==> src/rtl/parcel_pkg.sv <==
package parcel_pkg;

    typedef enum logic [1:0] {
        ST_IDLE    = 2'd0,
        ST_COLLECT = 2'd1,
        ST_HOLD    = 2'd2
    } asm_state_e;

endpackage

==> src/rtl/parcel_len_decode.sv <==
module parcel_len_decode #(
    parameter int PARCEL_W = 16,
    parameter int LEN_W    = 4
) (
    input  logic [PARCEL_W-1:0] head,
    output logic [LEN_W-1:0]    len,
    output logic                rsvd
);

    // Prefix code of the first parcel, tested from the shortest form upward.
    always_comb begin
        rsvd = 1'b0;
        if (head[1:0] != 2'b11) begin
            len = LEN_W'(1);
        end else if (head[4:2] != 3'b111) begin
            len = LEN_W'(2);
        end else if (head[5] == 1'b0) begin
            len = LEN_W'(3);
        end else if (head[6] == 1'b0) begin
            len = LEN_W'(4);
        end else if (head[14:12] != 3'b111) begin
            len = LEN_W'(5) + LEN_W'(head[14:12]);
        end else begin
            // Long reserved code: pass the parcel through alone.
            len  = LEN_W'(1);
            rsvd = 1'b1;
        end
    end

endmodule

==> src/rtl/parcel_slot_bank.sv <==
module parcel_slot_bank #(
    parameter int PARCEL_W = 16,
    parameter int SLOTS    = 11,
    parameter int IDX_W    = 4
) (
    input  logic                      clk,
    input  logic                      rst_n,
    input  logic                      start,
    input  logic                      wr_en,
    input  logic [IDX_W-1:0]          wr_idx,
    input  logic [PARCEL_W-1:0]       wr_data,
    output logic [PARCEL_W*SLOTS-1:0] image
);

    for (genvar g = 0; g < SLOTS; g++) begin : g_slot
        logic [PARCEL_W-1:0] slot_q;

        always_ff @(posedge clk or negedge rst_n) begin
            if (!rst_n) begin
                slot_q <= '0;
            end else if (start) begin
                // A new instruction writes slot 0 and clears every higher slot.
                slot_q <= (g == 0) ? wr_data : '0;
            end else if (wr_en && (wr_idx == IDX_W'(g))) begin
                slot_q <= wr_data;
            end
        end

        assign image[g*PARCEL_W +: PARCEL_W] = slot_q;
    end

endmodule

==> src/rtl/parcel_assembler.sv <==
module parcel_assembler
    import parcel_pkg::*;
#(
    parameter int PARCEL_W    = 16,
    parameter int MAX_PARCELS = 11
) (
    input  logic                            clk,
    input  logic                            rst_n,
    input  logic                            flush,
    input  logic                            in_valid,
    output logic                            in_ready,
    input  logic [PARCEL_W-1:0]             in_parcel,
    output logic                            out_valid,
    input  logic                            out_ready,
    output logic [PARCEL_W*MAX_PARCELS-1:0] out_instr,
    output logic [$clog2(MAX_PARCELS+1)-1:0] out_len,
    output logic                            out_rsvd
);

    localparam int INSTR_W = PARCEL_W * MAX_PARCELS;
    localparam int LEN_W   = $clog2(MAX_PARCELS + 1);

    asm_state_e        state_q, state_d;
    logic [LEN_W-1:0]  cnt_q, cnt_d;
    logic [LEN_W-1:0]  need_q, need_d;
    logic              rsvd_q, rsvd_d;

    logic [LEN_W-1:0]  dec_len;
    logic              dec_rsvd;
    logic              bank_start;
    logic              bank_wr;
    logic [INSTR_W-1:0] bank_image;

    parcel_len_decode #(
        .PARCEL_W (PARCEL_W),
        .LEN_W    (LEN_W)
    ) len_dec_i (
        .head (in_parcel),
        .len  (dec_len),
        .rsvd (dec_rsvd)
    );

    parcel_slot_bank #(
        .PARCEL_W (PARCEL_W),
        .SLOTS    (MAX_PARCELS),
        .IDX_W    (LEN_W)
    ) bank_i (
        .clk     (clk),
        .rst_n   (rst_n),
        .start   (bank_start),
        .wr_en   (bank_wr),
        .wr_idx  (cnt_q),
        .wr_data (in_parcel),
        .image   (bank_image)
    );

    // Next-state and datapath control.
    always_comb begin
        state_d    = state_q;
        cnt_d      = cnt_q;
        need_d     = need_q;
        rsvd_d     = rsvd_q;
        bank_start = 1'b0;
        bank_wr    = 1'b0;
        if (flush) begin
            state_d = ST_IDLE;
            cnt_d   = '0;
        end else begin
            unique case (state_q)
                ST_IDLE: begin
                    if (in_valid) begin
                        bank_start = 1'b1;
                        need_d     = dec_len;
                        rsvd_d     = dec_rsvd;
                        cnt_d      = LEN_W'(1);
                        state_d    = (dec_len == LEN_W'(1)) ? ST_HOLD : ST_COLLECT;
                    end
                end
                ST_COLLECT: begin
                    if (in_valid) begin
                        bank_wr = 1'b1;
                        cnt_d   = cnt_q + LEN_W'(1);
                        if ((cnt_q + LEN_W'(1)) == need_q) begin
                            state_d = ST_HOLD;
                        end
                    end
                end
                ST_HOLD: begin
                    if (out_ready) begin
                        state_d = ST_IDLE;
                        cnt_d   = '0;
                    end
                end
                default: begin
                    state_d = ST_IDLE;
                    cnt_d   = '0;
                end
            endcase
        end
    end

    // State register.
    always_ff @(posedge clk or negedge rst_n) begin
        if (!rst_n) begin
            state_q <= ST_IDLE;
            cnt_q   <= '0;
            need_q  <= LEN_W'(1);
            rsvd_q  <= 1'b0;
        end else begin
            state_q <= state_d;
            cnt_q   <= cnt_d;
            need_q  <= need_d;
            rsvd_q  <= rsvd_d;
        end
    end

    // Outputs.
    always_comb begin
        in_ready  = (state_q != ST_HOLD) && !flush;
        out_valid = (state_q == ST_HOLD);
        out_instr = bank_image;
        out_len   = need_q;
        out_rsvd  = rsvd_q;
    end

endmodule

==> config.mk <==
export PLATFORM = sky130hd
export DESIGN_NAME = parcel_assembler
export DESIGN_NICKNAME = d
export VERILOG_FILES = /design/src/rtl/parcel_pkg.sv /design/src/rtl/parcel_len_decode.sv /design/src/rtl/parcel_slot_bank.sv /design/src/rtl/parcel_assembler.sv
export SDC_FILE = /design/constraint.sdc
export NUM_CORES = 1
export LEC_CHECK = 0
export BUFFER_PORTS_ARGS = -buffer_cell sky130_fd_sc_hd__clkbuf_2
export CAP_MARGIN = 20
export CORE_MARGIN = 8
export CORE_UTILIZATION = 23
export CTS_CLUSTER_SIZE = 24
export DETAILED_ROUTE_END_ITERATION = 7
export PLACE_DENSITY = 0.41
export SYNTH_ARGS = -nofsm -noshare
export SYNTH_HDL_FRONTEND = slang
export SYNTH_HIERARCHICAL = 1
export SYNTH_SLANG_ARGS = --single-unit
==> constraint.sdc <==
create_clock -name clk -period 6.4 [get_ports clk]
set_input_delay 0.64 -clock clk [delete_from_list [all_inputs] [get_ports clk]]
set_output_delay 0.64 -clock clk [all_outputs]
set_load 0.05 [all_outputs]
==> impl_metrics.py, run 1 <==
metrics = {
    "die": {
        "die_h_um": 207,
        "initial_core_util": 0.231,
        "io_pins": 204,
        "core_sq_um": 36300,
        "num_rows": 70,
        "dieArea_sq_um": 42900,
        "die_w_um": 207,
    },
    "timing": {
        "final_max_slew_viol_count": 0,
        "tightest_slew_ns": 1.13,
        "clock_skew_ns": 0.0130,
        "finalCritPeriodShare": 0.399,
        "hold_violations": 0,
        "setup_viol": 0,
        "rsz0062_at_grt": "false",
        "slew-limit-headroom": 0.250,
        "tns_ns": 0,
        "clock.fmax_ghz": 0.392,
        "min_period_ns": 2.55,
    },
    "setup_path": {
        "path_max_fanout": 62,
        "critical_path_class": "reg -> reg",
        "crit_start": "state_q[0]",
        "regToRegSetupSlack_ns": 3.85,
        "max_stage_delay_ns": 0.85,
        "r2r-start": "state_q[0]",
        "arrival_ns": 2.81,
        "cpMostUsedCell": "nand2b_1",
        "end_kind": "flop",
        "path_cells": "nand2b_1 -> nor3_4 -> buf_4 -> nand2b_1 -> mux2i_1",
        "startpoint_type": "flop",
        "cpMaxStageDelayCell": "nand2b_1",
        "required_ns": 6.66,
    },
    "detailed_routing": {
        "vias": 5543,
        "drtIter0Drc": 230,
        "drc_errors": 0,
        "vias_per_cell": 4.18,
        "wl_per_cell_um": 21.7,
        "drt_first_pass_iters": 4,
        "drt_wl_total_mm": 28.8,
        "antenna_left": 0,
    },
    "cells_and_area": {
        "nFillCells": 3803,
        "seq_area_sq_um": 4680,
        "multiInputGateArea_sq_um": 3470,
        "nets": 868,
        "synthToLayoutAreaGrowth_pct": 23.4,
        "diodes": 0,
        "final_layout_size_suffix_gt1_frac": 0.326,
    },
    "placement": {
        "dp_hpwl_mm": 19.1,
        "portBuffers": 203,
        "gp_congestion": 0.692,
    },
    "clocking": {
        "postCtsHoldBufs": 0,
        "cts_setup_buffers": 0,
        "cts_tree": "yes",
        "ctsResizeCount": 0,
        "cts.sinks": 187,
        "cts.clk_slew.worst_paths_ns": 0.08,
        "cts_buffers": 17,
        "htreeDepth": 4,
        "cts_root_buf": "clkbuf_16",
        "cts_buffer_depth": 2,
        "clk_latency_ns": 0.44,
    },
    "logic_synthesis": {
        "synth.most_common_cell": "dfrtp_1",
        "yosysTopAreaCell": "dfrtp_1",
        "syn-cell-area_sq_um": 8410,
        "synth.distinct_cells": 43,
        "syn_nets": 691,
        "synth_top_area_share": 0.553,
        "ys_seq_area_frac": 0.557,
        "synth-async-reset-ratio": 1.00,
        "synth-seq-cells": 187,
        "syn_inst": 668,
        "synth_area_leaders": "dfrtp_1 55%, mux2i_1 19%, nand2b_1 13%",
        "synth_common_cells": "186 x dfrtp_1, 177 x nand2b_1, 160 x mux2i_1",
        "synth_edf_count": 0,
        "synthFlopType": "dfrtp_1",
        "syn_avg_cell_area_sq_um": 12.6,
        "synth_warnings": 6,
    },
    "power": {
        "p_int_w": 0.00192,
        "sw_frac_of_total": 0.339,
        "comb_power_share": 0.192,
        "power_density_nw_per_um2": 279,
        "p_leak_nw": 5.83,
        "power_w": 0.00290,
        "switchingPower_w": 0.000981,
        "vdd_drop_max_uv": 176,
        "p_clk_frac": 0.366,
        "seq_power_share": 0.442,
    },
    "global_routing": {
        "antenna_found_initial": 0,
        "grt_max_degree": 122,
        "grt_pass1_wl_mm": 43.3,
        "grt_overflow": 0,
        "grt_use_total": 0.135,
        "grt_pass1_vias": 5985,
    },
    "status": {
        "status": "finished clean",
    },
    "job": {
        "drv_cap": 0,
    },
    "hold_path": {
        "hp-class": "in -> async",
    },
}
## logic make-up (layout without fill, tap and decap cells)
logic type | Yosys count | in the layout | synth area share
buffers and inverters | 52 | 242 | 0.0312
AND/OR/NAND/NOR | 223 | 223 | 0.167
XOR/XNOR | 7 | 7 | 0.00729
adder cells (fa/ha/maj) | 2 | 2 | 0.00297
multiplexers | 182 | 182 | 0.220
flip-flops | 187 | 187 | 0.557
AO/OA/AOI/OAI | 15 | 15 | 0.0147
## layer usage
metal	GRT usage	routed length, um
met5	0	0
met1	0.187	13900
met2	0.214	13600
met4	0.0244	150
met3	0.0322	1070
## sequential cells by signal (all words and copies together), names as in the netlist
| signal | cells |
|---|---|
| bank_i/g_slot.slot_q | 176 |
| cnt_q | 4 |
| out_len | 4 |
| state_q | 2 |
| out_rsvd | 1 |
## final timing paths
| path | end | depth (start not counted) |
|---|---|---|
| setup / recovery | bank_i/g_slot[5].slot_q[11] | 5 |
| hold / removal | bank_i/g_slot[3].slot_q[11] | 1 |
| setup reg to reg | bank_i/g_slot[5].slot_q[11] | 5 |
| hold reg to reg | bank_i/g_slot[0].slot_q[14] | 1 |
| max in group asynchronous | bank_i/g_slot[1].slot_q[12] | 2 |
| min in group clk | bank_i/g_slot[0].slot_q[7] | 2 |
## cell usage in the layout (no fill, tap or decap), types with 2 or more instances in the layout
cell type / n
and2_1: 2
and2b_1: 2
and3b_1: 2
buf_4: 5
clkbuf_16: 17
clkbuf_2: 202
clkbuf_8: 2
clkinv_4: 3
clkinvlp_4: 3
dfrtp_1: 186
ha_1: 2
inv_1: 2
inv_6: 3
inv_8: 3
mux2_2: 22
mux2i_1: 160
nand2_1: 14
nand2_2: 6
nand2b_1: 177
nand3_4: 2
nor2_1: 7
o21ai_0: 5
xnor2_1: 5
xor2_1: 2
## critical path: cells and delay by family, from the launching register on
| family | cells | cell delay, ns |
|---|---|---|
| and+or+nand+nor | 3 | 1.20 |
| buffers and inverters | 1 | 0.50 |
| DFF | 1 | 0.45 |
| muxes | 1 | 0.16 |
## power by group through the flow
stage	registers, W	logic, W	clock network (W)
6_report	0.00128	0.000556	0.00106
5_1_grt	0.00129	0.000592	0.00115
4_1_cts	0.00128	0.000573	0.00110
3_5_place_dp	0.00131	0.000572	0
3_3_place_gp	0.00130	0.000570	0
2_1_floorplan	0.00148	0.000203	0
## metrics by stage
stage               setup WS, ns   util  area, sq um  cells  hold WS (ns)
CTS                         3.83  0.286        10400   1326         0.298
global route                3.68  0.286        10400   1326         0.308
detailed placement          3.56  0.270         9810   1294         0.497
global placement            3.56  0.270         9810   1294         0.491
finish                      3.85  0.286        10400   1326         0.250
floorplan                   3.89      -         8410    668         0.344
## layout make-up
type | instances | share of cell area
well taps | 468 | 0.0564
inverters | 2 | 0.000723
clock buffers | 18 | 0.0423
repair buffers | 208 | 0.102
flip-flops and latches | 187 | 0.451
multi-input cells | 429 | 0.335
clock inverters | 14 | 0.0125
No activity file was read; power rests on OpenSTA's default activity.
==> run 2, diff against run 1 <==
- PLACE_DENSITY: 0.41 -> 0.42
- clock period: 6.4 -> 2.1 ns (I/O delays scaled with it)
==> run 2 against run 1 <==
Net effect: die area is the same; maximum frequency grew 32%; clock power grew to 3.1 times the previous value; final area grew 5.4%; utilization grew 1.6 points; cell count grew 3.2%; first-iteration DRC count grew 13%; non-clock buffer count grew 43; clock skew shrank 0.0017 ns; global-route usage is essentially flat; critical path type unchanged; largest power group unchanged.
==> impl_metrics.py, run 2 (synthesized netlist as in run 1, its figures left out) <==
metrics = {
    "timing": {
        "tns_ns": 0,
        "setup_viol": 0,
        "slew-limit-headroom": 0.724,
        "tightest_slew_ns": 0.415,
        "min_period_ns": 1.93,
        "clock_skew_ns": 0.0113,
        "hold_violations": 0,
        "finalCritPeriodShare": 0.917,
        "clock.fmax_ghz": 0.519,
        "final_max_slew_viol_count": 0,
        "setup_ws_ns": 0.173,
        "rsz0062_at_grt": "false",
    },
    "power": {
        "comb_power_share": 0.211,
        "seq_power_share": 0.424,
        "power_density_nw_per_um2": 833,
        "switchingPower_w": 0.00304,
        "vdd_drop_max_uv": 561,
        "p_leak_nw": 6.11,
        "p_int_w": 0.00607,
        "p_clk_frac": 0.364,
        "sw_frac_of_total": 0.334,
    },
    "hold_path": {
        "hp-class": "in -> reg",
        "hold_depth": 2,
    },
    "die": {
        "dieArea_sq_um": 42900,
        "core_sq_um": 36300,
        "io_pins": 204,
        "die_h_um": 207,
        "num_rows": 70,
        "die_w_um": 207,
        "initial_core_util": 0.231,
    },
    "global_routing": {
        "grt_pass1_vias": 6263,
        "grt_max_degree": 108,
        "grt_overflow": 0,
        "grt_pass1_wl_mm": 43.8,
        "antenna_found_initial": 0,
        "grt_use_total": 0.135,
    },
    "setup_path": {
        "path_max_fanout": 11,
        "startpoint_type": "flop",
        "required_ns": 2.47,
        "reg2reg_depth": 6,
        "arrival_ns": 2.29,
        "end_kind": "flop",
        "critical_path_class": "reg -> reg",
    },
    "detailed_routing": {
        "drt_first_pass_iters": 4,
        "antenna_left": 0,
        "vias": 5664,
        "drt_wl_total_mm": 28.7,
        "drc_errors": 0,
        "vias_per_cell": 4.14,
        "drtIter0Drc": 259,
        "wl_per_cell_um": 20.9,
    },
    "cells_and_area": {
        "largest_reg_flops": 176,
        "diodes": 0,
        "multiInputGateArea_sq_um": 3480,
        "final_cell_mix": "202 x clkbuf_2, 186 x dfrtp_1, 177 x nand2b_1",
        "nFillCells": 3775,
        "synthToLayoutAreaGrowth_pct": 30.1,
        "nets": 911,
        "seq_area_sq_um": 4680,
        "final_common_cell": "clkbuf_2",
        "final_layout_size_suffix_gt1_frac": 0.356,
        "regMostFlops": "bank_i/g_slot.slot_q",
    },
    "job": {
        "drv_cap": 0,
    },
    "status": {
        "status": "finished clean",
    },
    "placement": {
        "gp_congestion": 0.734,
        "portBuffers": 203,
        "dp_hpwl_mm": 19.6,
        "place_ws_ns": 0.141,
    },
    "clocking": {
        "cts_buffer_depth": 2,
        "cts_tree": "yes",
        "clk_latency_ns": 0.45,
        "cts_root_buf": "clkbuf_16",
        "htreeDepth": 4,
        "cts.clk_slew.worst_paths_ns": 0.08,
        "cts_buffers": 17,
        "cts.sinks": 187,
        "ctsResizeCount": 0,
    },
}
## run 2: changes by cell type in the layout (fill, tap and decap cells not counted), moves of 2 or more
cell,before,now
buf_4,5,28
dlygate4sd3_1,0,3
buf_12,0,17
clkinvlp_4,3,5
## run 2: worst max-delay path, cell delays in order, from the launching register on
cell and delay [ns]:
dfrtp_1 0.40, nor4bb_2 0.25, buf_4 0.19, nor3b_4 0.37, and2_1 0.25, buf_12 0.17
mux2i_1 0.21
## run 2: timing repair
action / in CTS / in global routing
endpoints found under the hold margin: 188 / 0
setup buffers: 0 / 1
hold buffers: 3 / 0
setup endpoints to repair: 0 / 11
## run 2: worst paths after layout
check | end | startpoint | slack (ns)
worst min-delay path | bank_i/g_slot[0].slot_q[9] | in_parcel[9] | 0.02
min in group asynchronous | bank_i/g_slot[9].slot_q[14] | rst_n | 0.33
worst min register to register | bank_i/g_slot[0].slot_q[7] | bank_i/g_slot[0].slot_q[7] | 0.51
max in group asynchronous | bank_i/g_slot[3].slot_q[14] | rst_n | 1.38
worst max register to register | bank_i/g_slot[1].slot_q[3] | state_q[1] | 0.17
worst max-delay path | bank_i/g_slot[1].slot_q[3] | state_q[1] | 0.17
## run 2: area by class of cell
type | count | share of cell area
multi-input combinational | 429 | 0.318
clock buffer | 17 | 0.0389
sequential | 187 | 0.428
tap | 468 | 0.0535
inverter | 2 | 0.000686
timing repair buffer | 251 | 0.147
clock inverter | 15 | 0.0145
## run 2: routing by layer
| metal | GRT usage | vias up | share of wire |
|---|---|---|---|
| met2 | 0.213 | 127 | 0.46 |
| met1 | 0.180 | 2861 | 0.48 |
| li1 | - | 2660 | - |
| met4 | 0.0380 | 0 | 0.014 |
| met5 | 0 | - | 0 |
| met3 | 0.0370 | 16 | 0.046 |
## run 2: metrics by stage
step                area [sq um]  std cells  hold WS (ns)  power, W  utilization
finish                     10900       1369        0.0221   0.00912        0.301
global route               10900       1369        0.0148   0.00951        0.301
CTS                        10900       1368      0.000653   0.00933        0.301
detailed placement         10300       1333         0.272   0.00592        0.284
global placement           10300       1333         0.268   0.00593        0.284
floorplan                   8420        668       -0.0856   0.00513            -
## run 2: power groups by stage
stage | registers, W | clock network, W | logic, W
floorplan | 0.00451 | 0 | 0.000620
global placement | 0.00394 | 0 | 0.00199
detailed placement | 0.00394 | 0 | 0.00198
CTS | 0.00387 | 0.00346 | 0.00199
global route | 0.00389 | 0.00357 | 0.00205
finish | 0.00387 | 0.00332 | 0.00193
==> run 3, diff against run 2 <==
- CORE_UTILIZATION: 23 -> 48
- PLACE_DENSITY: 0.42 -> 0.76
==> run 3 against run 2 <==
Net effect: flip-flop and latch count unchanged; count of clock-buffer cells in the layout increased by 3; final area decreased by 3.9%; cell count decreased by 18%; clock power increased by 4%; die area decreased by 49%; global-route usage increased by 7.9 points; power increased by 0.48%.
==> impl_metrics.py, run 3 (synthesized netlist as in run 1, its figures left out) <==
metrics = {
    "detailed_routing": {
        "drt_first_pass_iters": 4,
        "vias_per_cell": 5.17,
        "antenna_left": 0,
        "vias": 5780,
        "drc_errors": 0,
        "drt_wl_total_mm": 23.0,
        "wl_per_cell_um": 20.6,
        "drtIter0Drc": 370,
    },
    "timing": {
        "min_period_ns": 1.92,
        "clock_skew_ns": 0.0103,
        "clock.fmax_ghz": 0.521,
        "tns_ns": 0,
        "slew-limit-headroom": 0.595,
        "setup_viol": 0,
        "hold_violations": 0,
        "final_max_slew_viol_count": 0,
        "tightest_slew_ns": 0.601,
        "worst_hold_slack_ns": 0.0347,
        "rsz0062_at_grt": "false",
        "finalCritPeriodShare": 0.914,
    },
    "die": {
        "die_h_um": 148,
        "die_w_um": 148,
        "initial_core_util": 0.488,
        "core_sq_um": 17200,
        "io_pins": 204,
        "num_rows": 48,
        "dieArea_sq_um": 22000,
    },
    "power": {
        "switchingPower_w": 0.00276,
        "comb_power_share": 0.199,
        "seq_power_share": 0.423,
        "p_leak_nw": 6.06,
        "vdd_drop_max_uv": 588,
        "power_density_nw_per_um2": 871,
        "p_int_w": 0.00640,
        "p_clk_frac": 0.378,
        "sw_frac_of_total": 0.301,
    },
    "clocking": {
        "cts_buffer_depth": 2,
        "cts.sinks": 187,
        "htreeDepth": 4,
        "cts.clk_slew.worst_paths_ns": 0.07,
        "cts_buffers": 17,
        "ctsResizeCount": 0,
        "clk_latency_ns": 0.43,
        "cts_root_buf": "clkbuf_16",
        "cts_tree": "yes",
    },
    "placement": {
        "gp_congestion": 0.790,
        "place_inst": 1084,
        "portBuffers": 203,
        "dp_hpwl_mm": 15.7,
    },
    "global_routing": {
        "grt_overflow": 0,
        "antenna_found_initial": 0,
        "grt_pass1_vias": 6223,
        "grt_use_total": 0.214,
        "grt_max_degree": 76,
        "grt_pass1_wl_mm": 36.4,
    },
    "setup_path": {
        "critical_path_class": "reg -> reg",
        "startpoint_type": "flop",
        "arrival_ns": 2.19,
        "end_kind": "flop",
        "required_ns": 2.38,
        "path_max_fanout": 27,
    },
    "job": {
        "drv_cap": 0,
    },
    "cells_and_area": {
        "regMostFlops": "bank_i/g_slot.slot_q",
        "synthToLayoutAreaGrowth_pct": 25.0,
        "fin_cells": 1117,
        "final_common_cell": "clkbuf_2",
        "nets": 902,
        "final_cell_mix": "202 x clkbuf_2, 186 x dfrtp_1, 177 x nand2b_1",
        "final_layout_size_suffix_gt1_frac": 0.350,
        "largest_reg_flops": 176,
        "diodes": 0,
    },
    "status": {
        "status": "finished clean",
    },
    "hold_path": {
        "hp-class": "in -> reg",
    },
}
run 3: changes by cell type in the layout (fill, tap and decap cells not counted), moves of 2 or more:
cell,change
inv_6,-2
dlygate4sd3_1,-2
clkinvlp_4,-3
clkbuf_1,+2
buf_12,-8
bufinv_16,+3
run 3: area by class of cell:
type | count | area, sq um
Fill cell | 1381 | 6720
Sequential cell | 187 | 4680
Multi-Input combinational cell | 429 | 3480
Timing Repair Buffer | 242 | 1430
Clock buffer | 20 | 447
Tap cell | 225 | 282
Clock inverter | 12 | 186
Inverter | 2 | 7.51
run 3: what timing repair did:
action,CTS,global route
setup buffers,0,0
endpoints found under the hold margin,52,0
hold buffers,1,0
endpoints found under the setup margin,0,0
run 3: metrics by stage:
stage                     instance area, sq um  setup slack, ns  total power [W]  utilization
after floorplan                           8420            0.109          0.00513            -
after detailed placement                  9870           0.0991          0.00578        0.573
after global placement                    9870            0.139          0.00576        0.573
final                                    10500            0.181          0.00916        0.610
after CTS                                10500            0.150          0.00925        0.610
after global routing                     10500           0.0480          0.00949        0.610
run 3: critical path, stage by stage (launching register included):
cell and delay, ns:
dfrtp_1 0.39, buf_4 0.16, nand2b_1 0.19, nor3_4 0.24
buf_12 0.21, nand2b_1 0.41, mux2i_1 0.15
run 3: per-layer routing:
layer	share of wire	GRT usage
met1	0.43	0.275
met2	0.49	0.351
met3	0.063	0.0523
met5	0	0
met4	0.016	0.0658
run 3: power groups by stage:
stage | registers (W) | logic (W) | clock network, W
global placement | 0.00394 | 0.00183 | 0
finish | 0.00387 | 0.00182 | 0.00346
global route | 0.00390 | 0.00192 | 0.00367
detailed placement | 0.00394 | 0.00184 | 0
floorplan | 0.00451 | 0.000620 | 0
CTS | 0.00387 | 0.00185 | 0.00353
run 3: final timing paths:
| kind | from | end | slack, ns | depth (start not counted) |
|---|---|---|---|---|
| worst max-delay path | state_q[0] | bank_i/g_slot[2].slot_q[15] | 0.18 | 6 |
| worst min-delay path | in_parcel[10] | bank_i/g_slot[0].slot_q[10] | 0.03 | 2 |
| worst max register to register | state_q[0] | bank_i/g_slot[2].slot_q[15] | 0.18 | 6 |
| worst min register to register | bank_i/g_slot[0].slot_q[0] | bank_i/g_slot[0].slot_q[0] | 0.51 | 1 |
| max in group asynchronous | rst_n | out_len[0] | 1.04 | 3 |
| min in group asynchronous | rst_n | bank_i/g_slot[4].slot_q[7] | 0.32 | 2 |
